==> src/rtl/kc_pkg.sv <==
package kc_pkg;

    // Preference state of one contention element.
    typedef enum logic {
        PREF_LO = 1'b0,   // left (lower-numbered) side wins a contest
        PREF_HI = 1'b1    // right (higher-numbered) side wins a contest
    } pref_e;

endpackage

==> src/rtl/kc_contend.sv <==
module kc_contend
    import kc_pkg::*;
#(
    parameter int W  = 8,
    parameter int IW = 3
) (
    input  logic          clk,
    input  logic          rst_n,
    input  logic          a_v,
    input  logic [W-1:0]  a_d,
    input  logic [IW-1:0] a_s,
    input  logic          b_v,
    input  logic [W-1:0]  b_d,
    input  logic [IW-1:0] b_s,
    output logic          w_v,
    output logic [W-1:0]  w_d,
    output logic [IW-1:0] w_s,
    output logic          l_v,
    output logic [W-1:0]  l_d,
    output logic [IW-1:0] l_s
);

    pref_e pref_q;
    pref_e pref_d;
    logic  contested;
    logic  take_b;

    assign contested = a_v & b_v;

    // Next-state logic: FLIP on a contested cycle, HOLD otherwise.
    always_comb begin
        pref_d = pref_q;
        unique case (pref_q)
            PREF_LO: pref_d = contested ? PREF_HI : PREF_LO;
            PREF_HI: pref_d = contested ? PREF_LO : PREF_HI;
            default: pref_d = PREF_LO;
        endcase
    end

    // State register.
    always_ff @(posedge clk or negedge rst_n) begin
        if (!rst_n) begin
            pref_q <= PREF_LO;
        end else begin
            pref_q <= pref_d;
        end
    end

    // Output logic: a lone valid cell always wins; a contest follows the state.
    always_comb begin
        take_b = b_v & (~a_v | (pref_q == PREF_HI));
        if (take_b) begin
            w_v = b_v;  w_d = b_d;  w_s = b_s;
            l_v = a_v;  l_d = a_d;  l_s = a_s;
        end else begin
            w_v = a_v;  w_d = a_d;  w_s = a_s;
            l_v = b_v;  l_d = b_d;  l_s = b_s;
        end
    end

    // a single valid side wins and the loser is empty.
    a_r5_lone_wins: assert property (@(posedge clk) disable iff (!rst_n)
        (a_v ^ b_v) |-> (w_v && !l_v && (w_s == (a_v ? a_s : b_s))));

    // a contest forwards both cells, winner chosen by the state.
    a_r6_contest_pick: assert property (@(posedge clk) disable iff (!rst_n)
        (a_v && b_v) |-> (w_v && l_v && (w_s == ((pref_q == PREF_HI) ? b_s : a_s))));

    // FLIP after a contested cycle.
    a_r6_flip: assert property (@(posedge clk) disable iff (!rst_n)
        (a_v && b_v) |=> (pref_q != $past(pref_q)));

    // HOLD when not contested.
    a_r6_hold: assert property (@(posedge clk) disable iff (!rst_n)
        !(a_v && b_v) |=> $stable(pref_q));

endmodule

==> src/rtl/kc_division.sv <==
module kc_division #(
    parameter int N  = 8,
    parameter int W  = 8,
    parameter int IW = $clog2(N)
) (
    input  logic            clk,
    input  logic            rst_n,
    input  logic [N-1:0]    in_v,
    input  logic [N*W-1:0]  in_d,
    input  logic [N*IW-1:0] in_s,
    output logic            win_v,
    output logic [W-1:0]    win_d,
    output logic [IW-1:0]   win_s,
    output logic [N-1:0]    lose_v,
    output logic [N*W-1:0]  lose_d,
    output logic [N*IW-1:0] lose_s
);

    localparam int NODES = 2 * N - 1;
    localparam int INNER = N - 1;

    // Heap-ordered tree: node i has children 2i+1 and 2i+2, leaves at N-1+j.
    logic          nd_v [NODES];
    logic [W-1:0]  nd_d [NODES];
    logic [IW-1:0] nd_s [NODES];

    for (genvar j = 0; j < N; j++) begin : g_leaf
        assign nd_v[INNER + j] = in_v[j];
        assign nd_d[INNER + j] = in_d[j*W +: W];
        assign nd_s[INNER + j] = in_s[j*IW +: IW];
    end

    for (genvar i = 0; i < INNER; i++) begin : g_elem
        kc_contend #(
            .W  (W),
            .IW (IW)
        ) u_elem (
            .clk   (clk),
            .rst_n (rst_n),
            .a_v   (nd_v[2*i+1]),
            .a_d   (nd_d[2*i+1]),
            .a_s   (nd_s[2*i+1]),
            .b_v   (nd_v[2*i+2]),
            .b_d   (nd_d[2*i+2]),
            .b_s   (nd_s[2*i+2]),
            .w_v   (nd_v[i]),
            .w_d   (nd_d[i]),
            .w_s   (nd_s[i]),
            .l_v   (lose_v[i]),
            .l_d   (lose_d[i*W +: W]),
            .l_s   (lose_s[i*IW +: IW])
        );
    end

    // The last loser slot has no element behind it and stays empty.
    assign lose_v[N-1]             = 1'b0;
    assign lose_d[(N-1)*W +: W]    = '0;
    assign lose_s[(N-1)*IW +: IW]  = '0;

    assign win_v = nd_v[0];
    assign win_d = nd_d[0];
    assign win_s = nd_s[0];

    // the division produces a winner whenever any input is valid,
    // and passes every other valid cell on as a loser.
    a_r1_div_conserve: assert property (@(posedge clk) disable iff (!rst_n)
        ($countones(in_v) == ($countones(lose_v) + (win_v ? 1 : 0))));

endmodule

==> src/rtl/knockout_concentrator.sv <==
module knockout_concentrator #(
    parameter int N  = 8,
    parameter int L  = 4,
    parameter int W  = 8,
    parameter int IW = $clog2(N)
) (
    input  logic            clk,
    input  logic            rst_n,
    input  logic [N-1:0]    in_valid,
    input  logic [N*W-1:0]  in_data,
    output logic [L-1:0]    out_valid,
    output logic [L*W-1:0]  out_data,
    output logic [L*IW-1:0] out_src,
    output logic [N-1:0]    drop
);

    // Cell sets passed between divisions; set 0 is the block input.
    logic [N-1:0]    ch_v [L+1];
    logic [N*W-1:0]  ch_d [L+1];
    logic [N*IW-1:0] ch_s [L+1];
    logic [N-1:0]    fwd;
    logic [N-1:0]    lost_mask;

    assign ch_v[0] = in_valid;
    assign ch_d[0] = in_data;

    for (genvar j = 0; j < N; j++) begin : g_src
        assign ch_s[0][j*IW +: IW] = IW'(j);
    end

    for (genvar k = 0; k < L; k++) begin : g_div
        kc_division #(
            .N  (N),
            .W  (W),
            .IW (IW)
        ) u_div (
            .clk    (clk),
            .rst_n  (rst_n),
            .in_v   (ch_v[k]),
            .in_d   (ch_d[k]),
            .in_s   (ch_s[k]),
            .win_v  (out_valid[k]),
            .win_d  (out_data[k*W +: W]),
            .win_s  (out_src[k*IW +: IW]),
            .lose_v (ch_v[k+1]),
            .lose_d (ch_d[k+1]),
            .lose_s (ch_s[k+1])
        );
    end

    // Inputs that reached a lane.
    always_comb begin
        fwd = '0;
        for (int k = 0; k < L; k++) begin
            if (out_valid[k]) begin
                fwd[out_src[k*IW +: IW]] = 1'b1;
            end
        end
    end

    assign drop = in_valid & ~fwd;

    // Cells left over after the last division, by source.
    always_comb begin
        lost_mask = '0;
        for (int j = 0; j < N; j++) begin
            if (ch_v[L][j]) begin
                lost_mask[ch_s[L][j*IW +: IW]] = 1'b1;
            end
        end
    end

    // lane count is the valid count limited to L.
    a_r1_lane_count: assert property (@(posedge clk) disable iff (!rst_n)
        $countones(out_valid) ==
            (($countones(in_valid) > L) ? L : $countones(in_valid)));

    // no gap in the lane fill.
    for (genvar k = 0; k < L - 1; k++) begin : g_chk_gap
        a_r2_no_gap: assert property (@(posedge clk) disable iff (!rst_n)
            out_valid[k+1] |-> out_valid[k]);
    end

    // lane data matches the data of its valid source input.
    for (genvar k = 0; k < L; k++) begin : g_chk_lane
        a_r3_lane_data: assert property (@(posedge clk) disable iff (!rst_n)
            out_valid[k] |-> (in_valid[out_src[k*IW +: IW]] &&
                (out_data[k*W +: W] == in_data[out_src[k*IW +: IW]*W +: W])));
    end

    // discarded cells still carry their own input's data.
    for (genvar j = 0; j < N; j++) begin : g_chk_lost
        a_r3_discard_data: assert property (@(posedge clk) disable iff (!rst_n)
            ch_v[L][j] |->
                (ch_d[L][j*W +: W] == in_data[ch_s[L][j*IW +: IW]*W +: W]));
    end

    // drop names exactly the cells the last division discarded.
    a_r4_drop_is_discard: assert property (@(posedge clk) disable iff (!rst_n)
        drop == lost_mask);

    // an invalid input is never dropped.
    a_r4_drop_only_valid: assert property (@(posedge clk) disable iff (!rst_n)
        (drop & ~in_valid) == '0);

endmodule

==> config.mk <==
export PLATFORM = sky130hd
export DESIGN_NAME = knockout_concentrator
export DESIGN_NICKNAME = d
export VERILOG_FILES = /design/src/rtl/kc_pkg.sv /design/src/rtl/kc_contend.sv /design/src/rtl/kc_division.sv /design/src/rtl/knockout_concentrator.sv
export SDC_FILE = /design/constraint.sdc
export NUM_CORES = 1
export LEC_CHECK = 0
export ABC_AREA = 0
export BUFFER_PORTS_ARGS = -buffer_cell sky130_fd_sc_hd__buf_2
export CELL_PAD_IN_SITES_DETAIL_PLACEMENT = 0
export CELL_PAD_IN_SITES_GLOBAL_PLACEMENT = 2
export CORE_MARGIN = 5
export CORE_UTILIZATION = 35
export DETAILED_ROUTE_END_ITERATION = 10
export MAX_ROUTING_LAYER = met4
export PLACE_DENSITY_LB_ADDON = 0.1
export SYNTH_ARGS = -nofsm -noshare
export SYNTH_HDL_FRONTEND = slang
export SYNTH_HIERARCHICAL = 1
export SYNTH_SLANG_ARGS = --single-unit
==> constraint.sdc <==
create_clock -name clk -period 13.66 [get_ports clk]
set_input_delay 0.683 -clock clk [delete_from_list [all_inputs] [get_ports clk]]
set_output_delay 0.683 -clock clk [all_outputs]
set_load 0.03 [all_outputs]
==> results.md, run 1 <==
- The routed length per instance is 19.9 um.
- The final critical-path share of the clock period is 0.454.
- Counting flops per register, the top entry is g_div.u_div/g_elem.u_elem/pref_q.
- The tool flagged a number of max-cap violations equal to 0.
- Measured along the y axis, the die boundary spans 172 um.
- The site row count is 59.
- The buffer depth of the longest clock path is 2.
- The power share of the sequential group is 0.090.
- The instance count after placement with tap cells included is 1,307.
- The cell with the largest stage delay on the worst path is sky130_fd_sc_hd__o21ai_4.
- The worst slack after detailed placement is 7.43 ns.
- The endpoint required time on the critical path is approximately 13 ns.
- After clock tree synthesis, the flow added hold-fix buffers numbering 0.
- The post-route clock skew is 0 ns.
- After clock tree synthesis, the repair step resized 0 gates.
- The worst path meets setup with 7.46 ns of slack.
- Entering global routing, the biggest net connects 29 pins.
- The flow ran to the end, and the final reports show no timing, DRC or antenna violations.
- Synthesis produced 856 cells.
- The estimated wirelength of the detail-placed design is 21,400 um.
- For the worst setup path, the data arrival time is 5.52 ns.
- The stage delay of the slowest cell on the critical path is 0.60 ns.
- The power density over cell area is roughly 200 nW/um2.
- The slew of the pin with the lowest slew margin is between 0.8 and 0.9 ns.
- Derived from the worst setup path, the maximum achievable clock frequency is 161 MHz.
- The worst slew slack as a fraction of its limit is 0.435.
- In this run the register-to-register setup slack is 12.93 ns.
- The starting DRC count in detailed routing is 220.
- Yosys printed 6 warnings.
- The final non-filler cell total is 1,311.
- The number of buffers created by CTS is 3.
- The accumulated negative setup slack is 0 ns.
- In this run the worst path has a maximum fanout of 22.
- After detailed routing, the number of remaining DRC violations is 0.
- The kind of cell adding the most delay to the critical path is multiplexers.
- The first detailed-routing pass ran for 4 iterations.
- Of the total power, the clock network draws 0.048.
- The routability-driven placement congestion ratio is 0.810.
- For this run, the post-layout net count is 1,051.
- The startpoint identified for the worst register-to-register timing path is g_div[1].u_div/g_elem[1].u_elem/pref_q.
- Total power for the finished layout comes to 1.93 mW.
- STA classifies the critical path endpoint as a primary output.
- The register with the most flip-flops in the layout has 28 of them.
- The hold violation count in the final report was 0.
- The area growth from synthesis to layout is 6.17%.
- The shortest period the worst path allows is 6.20 ns.
- The CTS tree is done.
- The total global routing track utilization is 0.180.
- The tree is rooted in a sky130_fd_sc_hd__clkbuf_16.
- The number of pins with negative max-slew slack in the final report is 0.
- The synthesized area divided by synthesized cell count is 10.7 um2.
- The number of buffer and inverter stages on the critical path is 3.
- The number of top-level design ports is 130.
- The worst-case vdd ir drop is 0.0925 mV.
- CTS built an H-tree with a depth of 1.
- Of the total power, the share spent switching nets is 0.509.
- The initial antenna violation count came to 1.
- The final instance area is approximately 10000 um2.
- The cell area reported after detailed placement is 9630 um2.
- Detailed routing inserted a total of 6,340 vias.
- The total routed wirelength is 26,100 um.
- The core region is 25,900 um2.
- Setup repair after global routing left no endpoint under its margin.
- The floorplan step defined a die boundary enclosing around 30,000 um2.
- For this configuration, the core starts out at a cell density of 0.354.
- The clock latency reported for the late side of the worst-skew pair is 0.27 ns.
- Measured in cells, the most critical reg-to-reg path has a length of 1.
- The clock drives 28 sinks.
- Input and output buffers added on the ports amount to 129.
- The via density per instance is 4.84.
- In the final layout, the share of cells above drive strength 1 is 0.728.
- STA classifies the critical path startpoint as an input port.
- Hold timing on the final database bottoms out at a slack of 0.463 ns.
- The total net switching power is ~980 uW.
- Summed over all cells, the static leakage comes to 4.04 nW.
- The number of setup buffers added after CTS is 0.
- In this run the critical register-to-register path is captured at g_div[1].u_div/g_elem[1].u_elem/pref_q.
- Traced cell by cell, the critical path runs through buf_2 -> inv_1 -> o21ai_4 -> mux2_2 -> mux2_2 -> mux2_2 -> mux2_2 -> mux2_2 -> mux2_2 -> mux2_2 -> mux2_2 -> mux2_2 -> mux2_2 -> mux2_2 -> mux2_2 -> nand4b_1 -> o2111ai_1 -> a31oi_1 -> buf_2.
- The netlist area before placement is 9170 um2.
- The remaining number of nets flagged by the antenna check after routing is 0.
- Measured along the x axis, the die boundary spans 172 um.
- Setup violations remaining at the end of the flow were counted as 0.
- The final core utilization is 0.376.
- The total overflow left after global routing is 0.
- In this run the worst hold path is classified as in -> async.
- The repair_antennas step left the layout with diodes totalling 0.
- The share of total power dissipated in combinational logic is 0.862.
- The critical path runs through a total of 19 cells.
- Clock-pin slew was measured on the worst setup and hold paths at around 0.080 ns.
- In the final layout, the registers with the most flip-flops are g_div.u_div/g_elem.u_elem/pref_q (28).
- The internal portion of the total power is 951 uW.
- The cell with the most instances on the worst path is sky130_fd_sc_hd__mux2_2.
- The wire length of the first global-routing pass is 39,400 um.
- The number of global-route vias before repair is 6,273.
- By startpoint and endpoint, the worst setup path is classified as in -> out.
==> power by group through the flow <==
stage / registers (mW) / logic (mW) / clock network (mW)
final: 0.174 / 1.67 / 0.0931
after global routing: 0.179 / 1.81 / 0.0994
after CTS: 0.174 / 1.67 / 0.0963
after detailed placement: 0.175 / 1.67 / 0
after global placement: 0.176 / 1.67 / 0
after floorplan: 0.169 / 1.36 / 0
==> area by class of cell <==
cell class / instances / area [um2]
Clock buffer: 3 / 75.1
Multi-Input combinational cell: 786 / 7750
Tap cell: 335 / 419
Inverter: 29 / 109
Fill cell: 2689 / 16200
Sequential cell: 28 / 701
Clock inverter: 1 / 30.0
Timing Repair Buffer: 129 / 646
==> per-layer routing <==
layer | share of wire | GRT usage | vias up
li1 | - | - | 3262
met1 | 0.56 | 0.283 | 2977
met2 | 0.40 | 0.259 | 99
met3 | 0.042 | 0.0200 | 2
met4 | 0.0015 | 0.00615 | 0
met5 | 0 | - | -
==> worst max-delay path by stage <==
stage,startpoint,end,slack (ns)
6_report,in_valid[6],drop[3],7.46
5_1_grt,in_valid[6],drop[3],7.19
4_1_cts,in_valid[6],drop[3],7.42
3_5_place_dp,in_valid[6],drop[3],7.43
3_3_place_gp,in_valid[6],drop[3],7.51
2_1_floorplan,in_valid[3],drop[4],7.53
==> cells in the final DEF (no fill, tap or decap) <==
| master | instances |
|---|---|
| sky130_fd_sc_hd__bufinv_16 | 1 |
| sky130_fd_sc_hd__xor2_1 | 28 |
| sky130_fd_sc_hd__o21ai_4 | 28 |
| sky130_fd_sc_hd__a211oi_2 | 1 |
| sky130_fd_sc_hd__nor2_1 | 2 |
| sky130_fd_sc_hd__nand2b_2 | 1 |
| sky130_fd_sc_hd__o22ai_1 | 4 |
| sky130_fd_sc_hd__dfrtp_1 | 28 |
| sky130_fd_sc_hd__clkbuf_16 | 3 |
| sky130_fd_sc_hd__o2111ai_1 | 2 |
| sky130_fd_sc_hd__mux2_1 | 21 |
| sky130_fd_sc_hd__conb_1 | 84 |
| sky130_fd_sc_hd__nor4_1 | 1 |
| sky130_fd_sc_hd__a31oi_1 | 1 |
| sky130_fd_sc_hd__nor4_2 | 1 |
| sky130_fd_sc_hd__nand2_1 | 5 |
| sky130_fd_sc_hd__or2_2 | 28 |
| sky130_fd_sc_hd__mux2_2 | 518 |
| sky130_fd_sc_hd__nor3_2 | 1 |
| sky130_fd_sc_hd__nor2b_1 | 1 |
| sky130_fd_sc_hd__nand4b_1 | 2 |
| sky130_fd_sc_hd__and2_1 | 28 |
| sky130_fd_sc_hd__o31ai_1 | 2 |
| sky130_fd_sc_hd__and3_1 | 2 |
| sky130_fd_sc_hd__nand2b_1 | 10 |
| sky130_fd_sc_hd__nand4_1 | 2 |
| sky130_fd_sc_hd__buf_2 | 129 |
| sky130_fd_sc_hd__o21ai_0 | 4 |
| sky130_fd_sc_hd__a21oi_1 | 1 |
| sky130_fd_sc_hd__nor3_1 | 8 |
| sky130_fd_sc_hd__inv_1 | 29 |
No activity file was read; power rests on OpenSTA's default activity.
==> inputs of run 2 (changes only) <==
--- a/config.mk
+++ b/config.mk
@@ -5,12 +5,12 @@
 export SDC_FILE = /design/constraint.sdc
 export NUM_CORES = 1
 export LEC_CHECK = 0
-export ABC_AREA = 0
+export ABC_AREA = 1
 export BUFFER_PORTS_ARGS = -buffer_cell sky130_fd_sc_hd__buf_2
 export CELL_PAD_IN_SITES_DETAIL_PLACEMENT = 0
 export CELL_PAD_IN_SITES_GLOBAL_PLACEMENT = 2
 export CORE_MARGIN = 5
-export CORE_UTILIZATION = 35
+export CORE_UTILIZATION = 27
 export DETAILED_ROUTE_END_ITERATION = 10
 export MAX_ROUTING_LAYER = met4
 export PLACE_DENSITY_LB_ADDON = 0.1
==> constraint.sdc (replaced) <==
create_clock -name clk -period 5.24 [get_ports clk]
set_input_delay 0.262 -clock clk [delete_from_list [all_inputs] [get_ports clk]]
set_output_delay 0.262 -clock clk [all_outputs]
set_load 0.03 [all_outputs]
==> results.md, run 2 <==
- The total net switching power is 3.79 mW (+290%).
- Of the available clock period, the critical path in the final layout requires 0.937.
- The accumulated negative setup slack is 0 ns (unchanged).
- The clock latency reported for the late side of the worst-skew pair is 0.30 ns (+0.03 ns).
- The worst setup path startpoint is in_valid[4].
- The worst setup path is captured at a primary output.
- The worst-case vdd ir drop is 0.131 mV (+41%).
- The number of top-level design ports is 130 (unchanged).
- The y dimension of the die was 211 um (+23%).
- The initial antenna violation count was 2 (+1).
- The DRC violation count after routing is 0 (unchanged).
- The yosys synthesis warning count is 6 (unchanged).
- The shortest period the worst path allows is just under 5 ns.
- The worst reg-to-reg path cell count was 2 (+1).
- The synthesized area divided by synthesized cell count is 5.07 um2 (-53%).
- The register-to-register setup slack is 4.54 ns (-8.39 ns).
- Leaving out fill and tap cells, the most frequent cells in the layout are 1,129 x sky130_fd_sc_hd__nand2_1, 553 x sky130_fd_sc_hd__nand3_1, 125 x sky130_fd_sc_hd__buf_2.
- The routed length per instance is 18.8 um (-5.3%).
- The flow ran to the end, and the final reports show no timing, DRC or antenna violations.
- The CTS tree is done.
- The number of nets in the layout is 2,239 (+110%).
- The start-to-end type of the worst setup path is in -> out.
- The hold violation count in the final report is 0 (unchanged).
- The min-delay analysis places its worst path in the category in -> async.
- The routed via count is 12.9k (+100%).
- The hold slack is 0.102 ns (-0.361 ns).
- The cell at the root of the clock tree is sky130_fd_sc_hd__clkbuf_16.
- The number of iterations in the first detailed-routing pass is 5 (+1).
- The remaining number of nets flagged by the antenna check after routing is 0 (unchanged).
- The largest registers in the layout are g_div.u_div/g_elem.u_elem/pref_q (28).
- The total setup violations reported at the end of the flow is 0 (unchanged).
- The largest fanout on the critical path is 11 (-50%).
- The worst register-to-register path ends at g_div[3].u_div/g_elem[1].u_elem/pref_q.
- The clock-pin slew of the registers on the worst-case setup and hold paths was 0.10 ns (+0.02 ns).
- The number of flip-flops in the largest register was 28 (unchanged).
- The hold buffer count at CTS is 0 (unchanged).
- The fraction of layout instances using a drive strength above 1 came to 0.120 (-0.609).
- The netlist area before placement is 10,900 um2 (+19%).
- The power density over cell area was 503 nW/um2 (+150%).
- The instance count after placement with tap cells included is 2,685 (+110%).
- The port buffer count is 129 (unchanged).
- The max-capacitance violation count was 0 (unchanged).
- The critical path startpoint category is an input port.
- The total routed wirelength is 50,600 um (+94%).
- The largest net degree at the start of global routing came to 29 (unchanged).
- The worst slew slack as a fraction of its limit was 0.335 (-0.100).
- The gate count of the mapped netlist was 2,156 (+150%).
- The number of inserted diodes is 0 (unchanged).
- Setup repair after global routing left no endpoint under its margin.
- The internal power is 1.74 mW (+83%).
- The starting DRC count in detailed routing is 1,055 (+380%).
- The endpoint required time on the critical path is 4.98 ns (-8.00 ns).
- The register cell area after layout was 701 um2 (unchanged).
- The wire length of the first global-routing pass is 74,500 um (+89%).
- The site row count is 73 (+24%).
- The worst register-to-register path begins at g_div[3].u_div/g_elem[1].u_elem/pref_q.
- The data arrival time at the worst-slack endpoint is 4.65 ns (-0.87 ns).
- The most common library cell in the layout ignoring fill and taps is sky130_fd_sc_hd__nand2_1.
- The switching part of the total is 0.686 (+0.177).
- The area of the die was 44,600 um2 (+51%).
- The footprint of the multi-input gates is 8400 um2 (+8.4%).
- The maximum clock frequency is 204 MHz.
- The final instance area came to 11,000 um2 (+13%).
- The standby leakage power was 6.95 nW (+72%).
- The power share of the sequential group is 0.063 (-0.027).
- Relative to the synthesized area, the layout overhead comes to 0.481%.
- The combinational share of power is 0.886 (+0.024).
- The number of global-route vias before repair is 11.8k (+88%).
- The post-route clock skew is 0 ns (unchanged).
- The slew of the pin with the lowest slew margin is 0.998 ns (+0.154 ns).
- The count of H-tree levels built during CTS came to 1 (unchanged).
- The number of pins with negative max-slew slack in the final report is 0 (unchanged).
- In this run the worst setup path terminates at drop[3].
- The die outline width is 211 um (+23%).
- The number of buffers created by CTS was 3 (unchanged).
- The global-route congestion overflow total is 0 (unchanged).
- The estimated wirelength of the detail-placed design is 42,100 um (+96%).
- The cell area reported after detailed placement is 10,900 um2 (+13%).
- The initial cell density of the core is 0.274 (-0.0799).
- The number of fill cells was 4,822 (+79%).
- The total global routing track utilization is 0.227 (+0.0465).
- The via density per instance is 4.81 (-0.61%).
- The routability-driven placement congestion ratio came to 0.918 (+13%).
- The clock power share is 0.051 (+0.003).
- The TritonCTS sink count is 28 (unchanged).
- The total core area was 39,900 um2 (+54%).
- The register ranked first by flip-flop count is g_div.u_div/g_elem.u_elem/pref_q.
- The final non-filler cell total is 2,689 (+110%).
- The buffer depth of the longest clock path is 2 (unchanged).
run 2: area by class of cell:
type / count / area share
inverter: 65 / 0.0222
clock inverter: 1 / 0.00273
tap: 525 / 0.0598
clock buffer: 3 / 0.00684
timing repair buffer: 158 / 0.0795
sequential: 28 / 0.0638
multi-input combinational: 1909 / 0.765
run 2: power groups by stage:
stage | logic, mW | clock network [mW] | registers [mW]
after detailed placement | 4.82 | 0 | 0.352
after global routing | 5.42 | 0.298 | 0.356
after CTS | 4.83 | 0.295 | 0.349
final | 4.90 | 0.281 | 0.348
after floorplan | 3.73 | 0 | 0.345
after global placement | 4.84 | 0 | 0.350
run 2: repair_timing:
action                     in CTS  in global routing
setup buffers                   0                  0
resized for setup               0                  7
setup endpoints to repair       0                  4
run 2: worst min path at each step:
stage / start / endpoint / slack, ns
after floorplan: rst_n / g_div[0].u_div/g_elem[0].u_elem/pref_q / -0.03
after global placement: rst_n / g_div[0].u_div/g_elem[3].u_elem/pref_q / 0.47
after detailed placement: rst_n / g_div[0].u_div/g_elem[3].u_elem/pref_q / 0.47
after CTS: rst_n / g_div[0].u_div/g_elem[3].u_elem/pref_q / 0.13
after global routing: rst_n / g_div[0].u_div/g_elem[3].u_elem/pref_q / 0.16
final: rst_n / g_div[0].u_div/g_elem[3].u_elem/pref_q / 0.10
run 2: worst max-delay path, stage by stage:
cell and delay, ns:
sky130_fd_sc_hd__buf_2 0.17, sky130_fd_sc_hd__or2_2 0.33, sky130_fd_sc_hd__or2_2 0.37, sky130_fd_sc_hd__nand2_1 0.12
sky130_fd_sc_hd__inv_1 0.07, sky130_fd_sc_hd__or2_2 0.30, sky130_fd_sc_hd__or2_2 0.31, sky130_fd_sc_hd__nand2_1 0.10
sky130_fd_sc_hd__inv_1 0.07, sky130_fd_sc_hd__or2_2 0.31, sky130_fd_sc_hd__or2_2 0.32, sky130_fd_sc_hd__nand2_1 0.11
sky130_fd_sc_hd__inv_1 0.07, sky130_fd_sc_hd__or2_2 0.30, sky130_fd_sc_hd__or2_2 0.33, sky130_fd_sc_hd__nand2_4 0.11
sky130_fd_sc_hd__nand2_4 0.11, sky130_fd_sc_hd__nand2_1 0.11, sky130_fd_sc_hd__nand2_1 0.12, sky130_fd_sc_hd__nand2_1 0.09
sky130_fd_sc_hd__inv_1 0.08, sky130_fd_sc_hd__nand2_1 0.08, sky130_fd_sc_hd__nand3_1 0.06, sky130_fd_sc_hd__nor2_1 0.13
sky130_fd_sc_hd__clkbuf_4 0.21
run 2: metrics by stage:
| step | worst slack, ns | power, mW | util |
|---|---|---|---|
| CTS | 0.227 | 5.48 | 0.275 |
| global placement | 0.267 | 5.19 | 0.272 |
| finish | 0.329 | 5.53 | 0.275 |
| floorplan | 0.152 | 4.07 | - |
| detailed placement | 0.237 | 5.18 | 0.272 |
| global route | 0.00404 | 6.07 | 0.275 |
run 2: layer usage:
metal  vias to the layer above  GRT usage  routed length [um]
li1                       6698          -                   -
met1                      5898      0.319               24900
met2                       287      0.350               22300
met3                        42     0.0285                2340
met4                         0     0.0472                1110
met5                         -          -                   0
==> inputs of run 3 (changes only) <==
--- a/config.mk
+++ b/config.mk
@@ -14,6 +14,7 @@
 export DETAILED_ROUTE_END_ITERATION = 10
 export MAX_ROUTING_LAYER = met4
 export PLACE_DENSITY_LB_ADDON = 0.1
+export RECOVER_POWER = 100
 export SYNTH_ARGS = -nofsm -noshare
 export SYNTH_HDL_FRONTEND = slang
 export SYNTH_HIERARCHICAL = 1
==> results.md, run 3 (synthesis gave the netlist of run 2 again) <==
- The flow ran to the end, but the final reports show violations.
- The checks that failed: capacitance limit, slew limit.
- The hold violation count in the final report is 0 (unchanged).
- The worst setup path startpoint is in_valid[4].
- The initial antenna violation count came to 2 (unchanged).
- The worst slack after detailed placement came to 0.237 ns (unchanged).
- The power density over cell area came to 501 nW/um2 (-0.47%).
- The routed length per instance is 18.8 um (about the same).
- The hold slack is 0.325 ns (+0.223 ns).
- The number of inserted diodes is 0 (unchanged).
- The sort of element at the end of the critical path is a primary output.
- The die outline width is 211 um (unchanged).
- The worst reg-to-reg path cell count is 2 (unchanged).
- In this run the critical register-to-register path is captured at g_div[3].u_div/g_elem[0].u_elem/pref_q.
- In the final layout, the registers with the most flip-flops are g_div.u_div/g_elem.u_elem/pref_q (28).
- The final critical-path share of the clock period is 0.937 (about the same).
- The buffer depth of the longest clock path is 2 (unchanged).
- The worst slew slack as a fraction of its limit is -0.569 (-0.904).
- The most common library cell in the layout ignoring fill and taps is sky130_fd_sc_hd__nand2_1.
- The via density per instance is 4.82 (+0.24%).
- The remaining number of nets flagged by the antenna check after routing is 0 (unchanged).
- The total global routing track utilization is 0.227 (unchanged).
- The wire length of the first global-routing pass came to 74,500 um (unchanged).
- The global-route congestion overflow total is 0 (unchanged).
- The y dimension of the die is 211 um (unchanged).
- The number of buffers created by CTS is 3 (unchanged).
- The number of top-level design ports was 130 (unchanged).
- The number of global-route vias before repair is 11.8k (unchanged).
- The total net switching power is 3.79 mW (about the same).
- In this run the worst setup path terminates at drop[3].
- The internal power is 1.67 mW (-3.7%).
- The largest net degree at the start of global routing is 29 (unchanged).
- The clock power share is 0.051 (about the same).
- The largest fanout on the critical path came to 11 (unchanged).
- Among cell families on the critical path, the largest total delay comes from simple AND/OR/NAND/NOR gates.
- In this run the worst hold path is classified as in -> reg.
- The number of buffer and inverter stages on the critical path came to 6 (unchanged).
- The fraction of layout instances using a drive strength above 1 is 0.0984 (-0.0213).
- The count of H-tree levels built during CTS was 1 (unchanged).
- The TritonCTS sink count is 28 (unchanged).
- The cell with the largest stage delay on the worst path is sky130_fd_sc_hd__or2_2.
- The cell area reported after detailed placement is 10,900 um2 (unchanged).
- The maximum clock frequency is 204 MHz (about the same).
- The port buffer count was 129 (unchanged).
- The site row count is 73 (unchanged).
- The estimated wirelength of the detail-placed design came to 42,100 um (unchanged).
- The worst flop-to-flop path startpoint is g_div[3].u_div/g_elem[0].u_elem/pref_q.
- The worst setup path is of the in -> out kind.
- The endpoint required time on the critical path is 4.98 ns (about the same).
- The hold buffer count at CTS is 0 (unchanged).
- The critical path startpoint category is an input port.
- The count of cell instances traversed by the critical path is 25 (unchanged).
- The number of iterations in the first detailed-routing pass came to 6 (+1).
- The max-capacitance violation count came to 1 (+1).
- The worst-case vdd ir drop is 0.133 mV (+1.6%).
- The data arrival time at the worst-slack endpoint is 4.65 ns (about the same).
- The final instance area was 10,900 um2 (-0.72%).
- The stage delay of the slowest cell on the critical path came to 0.36 ns (about the same).
- The post-route clock skew is 0 ns (unchanged).
- The clock latency reported for the late side of the worst-skew pair came to 0.30 ns (about the same).
- The accumulated negative setup slack came to 0 ns (unchanged).
- The switching part of the total came to 0.694 (+0.00785).
- The number of pins with negative max-slew slack in the final report was 29 (+29).
- The shortest period the worst path allows is 4.91 ns (+0.000491 ns).
- The area growth from synthesis to layout is -0.240%.
- The cell that appears most often on the critical path is sky130_fd_sc_hd__or2_2.
- The total setup violations reported at the end of the flow is 0 (unchanged).
- More flip-flops sit in one register than any other, and that register is g_div.u_div/g_elem.u_elem/pref_q.
- The slew of the pin with the lowest slew margin is 2.35 ns (+1.36 ns).
- The overall power after layout is 5.46 mW (-1.2%).
- The final non-filler cell total is 2,689 (unchanged).
- The number of nets in the layout is 2,239 (unchanged).
- The library cells used most frequently in the layout, excluding fill and tap cells, are 1,130 x sky130_fd_sc_hd__nand2_1, 553 x sky130_fd_sc_hd__nand3_1, 84 x sky130_fd_sc_hd__conb_1, 84 x sky130_fd_sc_hd__buf_2, 59 x sky130_fd_sc_hd__inv_1.
- The total routed wirelength is 50,700 um (about the same).
- The power share of the sequential group is 0.064 (about the same).
- The register-to-register setup slack is 4.53 ns (about the same).
- The routed via count is 13.0k (+0.24%).
- The combinational share of power came to 0.885 (about the same).
- The worst setup margin is 0.329 ns (-0.000491 ns).
- The clock-pin slew of the registers on the worst-case setup and hold paths was 0.10 ns (about the same).
- The number of flip-flops in the largest register was 28 (unchanged).
- The final core utilization came to 0.273 (-0.00197).
- The cell at the root of the clock tree is sky130_fd_sc_hd__clkbuf_16.
- The area of the die is 44,600 um2 (unchanged).
- The total core area came to 39,900 um2 (unchanged).
- The standby leakage power was 6.80 nW (-2.2%).
- The instance count after placement with tap cells included is 2,685 (unchanged).
- The initial cell density of the core is 0.274 (unchanged).
- The DRC violation count after routing is 0 (unchanged).
- The worst hold path was traced through 3 stages.
- The routability-driven placement congestion ratio is 0.918 (unchanged).
- The CTS tree is done.
- The starting DRC count in detailed routing was 1,041 (-1.3%).
## run 3: cell count changes in the layout (fill, tap and decap cells not counted), sizes merged
cell / previous run / this run
buf: 154 / 108
clkbuf: 7 / 53
## run 3: layer usage
metal,routed length [um],track usage,part of all wire,up-vias
met5,0,-,0,-
met4,1110,0.0472,0.022,0
met3,2340,0.0285,0.046,42
met2,22400,0.350,0.44,298
met1,24800,0.319,0.49,5923
li1,-,-,-,6693
## run 3: worst min-delay path by stage
stage                      startpoint                                      to  slack (ns)
after CTS                       rst_n  g_div[0].u_div/g_elem[3].u_elem/pref_q        0.13
after global routing      in_valid[0]  g_div[0].u_div/g_elem[3].u_elem/pref_q        0.32
after global placement          rst_n  g_div[0].u_div/g_elem[3].u_elem/pref_q        0.47
after floorplan                 rst_n  g_div[0].u_div/g_elem[0].u_elem/pref_q       -0.03
after detailed placement        rst_n  g_div[0].u_div/g_elem[3].u_elem/pref_q        0.47
final                     in_valid[0]  g_div[0].u_div/g_elem[3].u_elem/pref_q        0.32
## run 3: power groups by stage
| stage | registers (mW) | logic, mW | clock network, mW |
|---|---|---|---|
| 2_1_floorplan | 0.345 | 3.73 | 0 |
| 3_3_place_gp | 0.350 | 4.84 | 0 |
| 3_5_place_dp | 0.352 | 4.82 | 0 |
| 4_1_cts | 0.349 | 4.83 | 0.295 |
| 5_1_grt | 0.356 | 5.37 | 0.298 |
| 6_report | 0.348 | 4.83 | 0.280 |
## run 3: worst min-delay path, cell delays in order
cell and delay [ns]:
sky130_fd_sc_hd__buf_2 0.13, sky130_fd_sc_hd__nand2_1 0.13, sky130_fd_sc_hd__xor2_1 0.08
## run 3: layout make-up
class	instances	area, um2
clock inverter	1	30.0
fill	4843	29000
multi-input combinational	1909	8400
inverter	65	244
sequential	28	701
tap	525	657
clock buffer	3	75.1
timing repair buffer	158	797
## run 3: repair_timing
| action | in CTS | in global routing |
|---|---|---|
| resized for setup | 0 | 7 |
| endpoints found under the setup margin | 0 | 4 |
| buffers inserted | 0 | 0 |
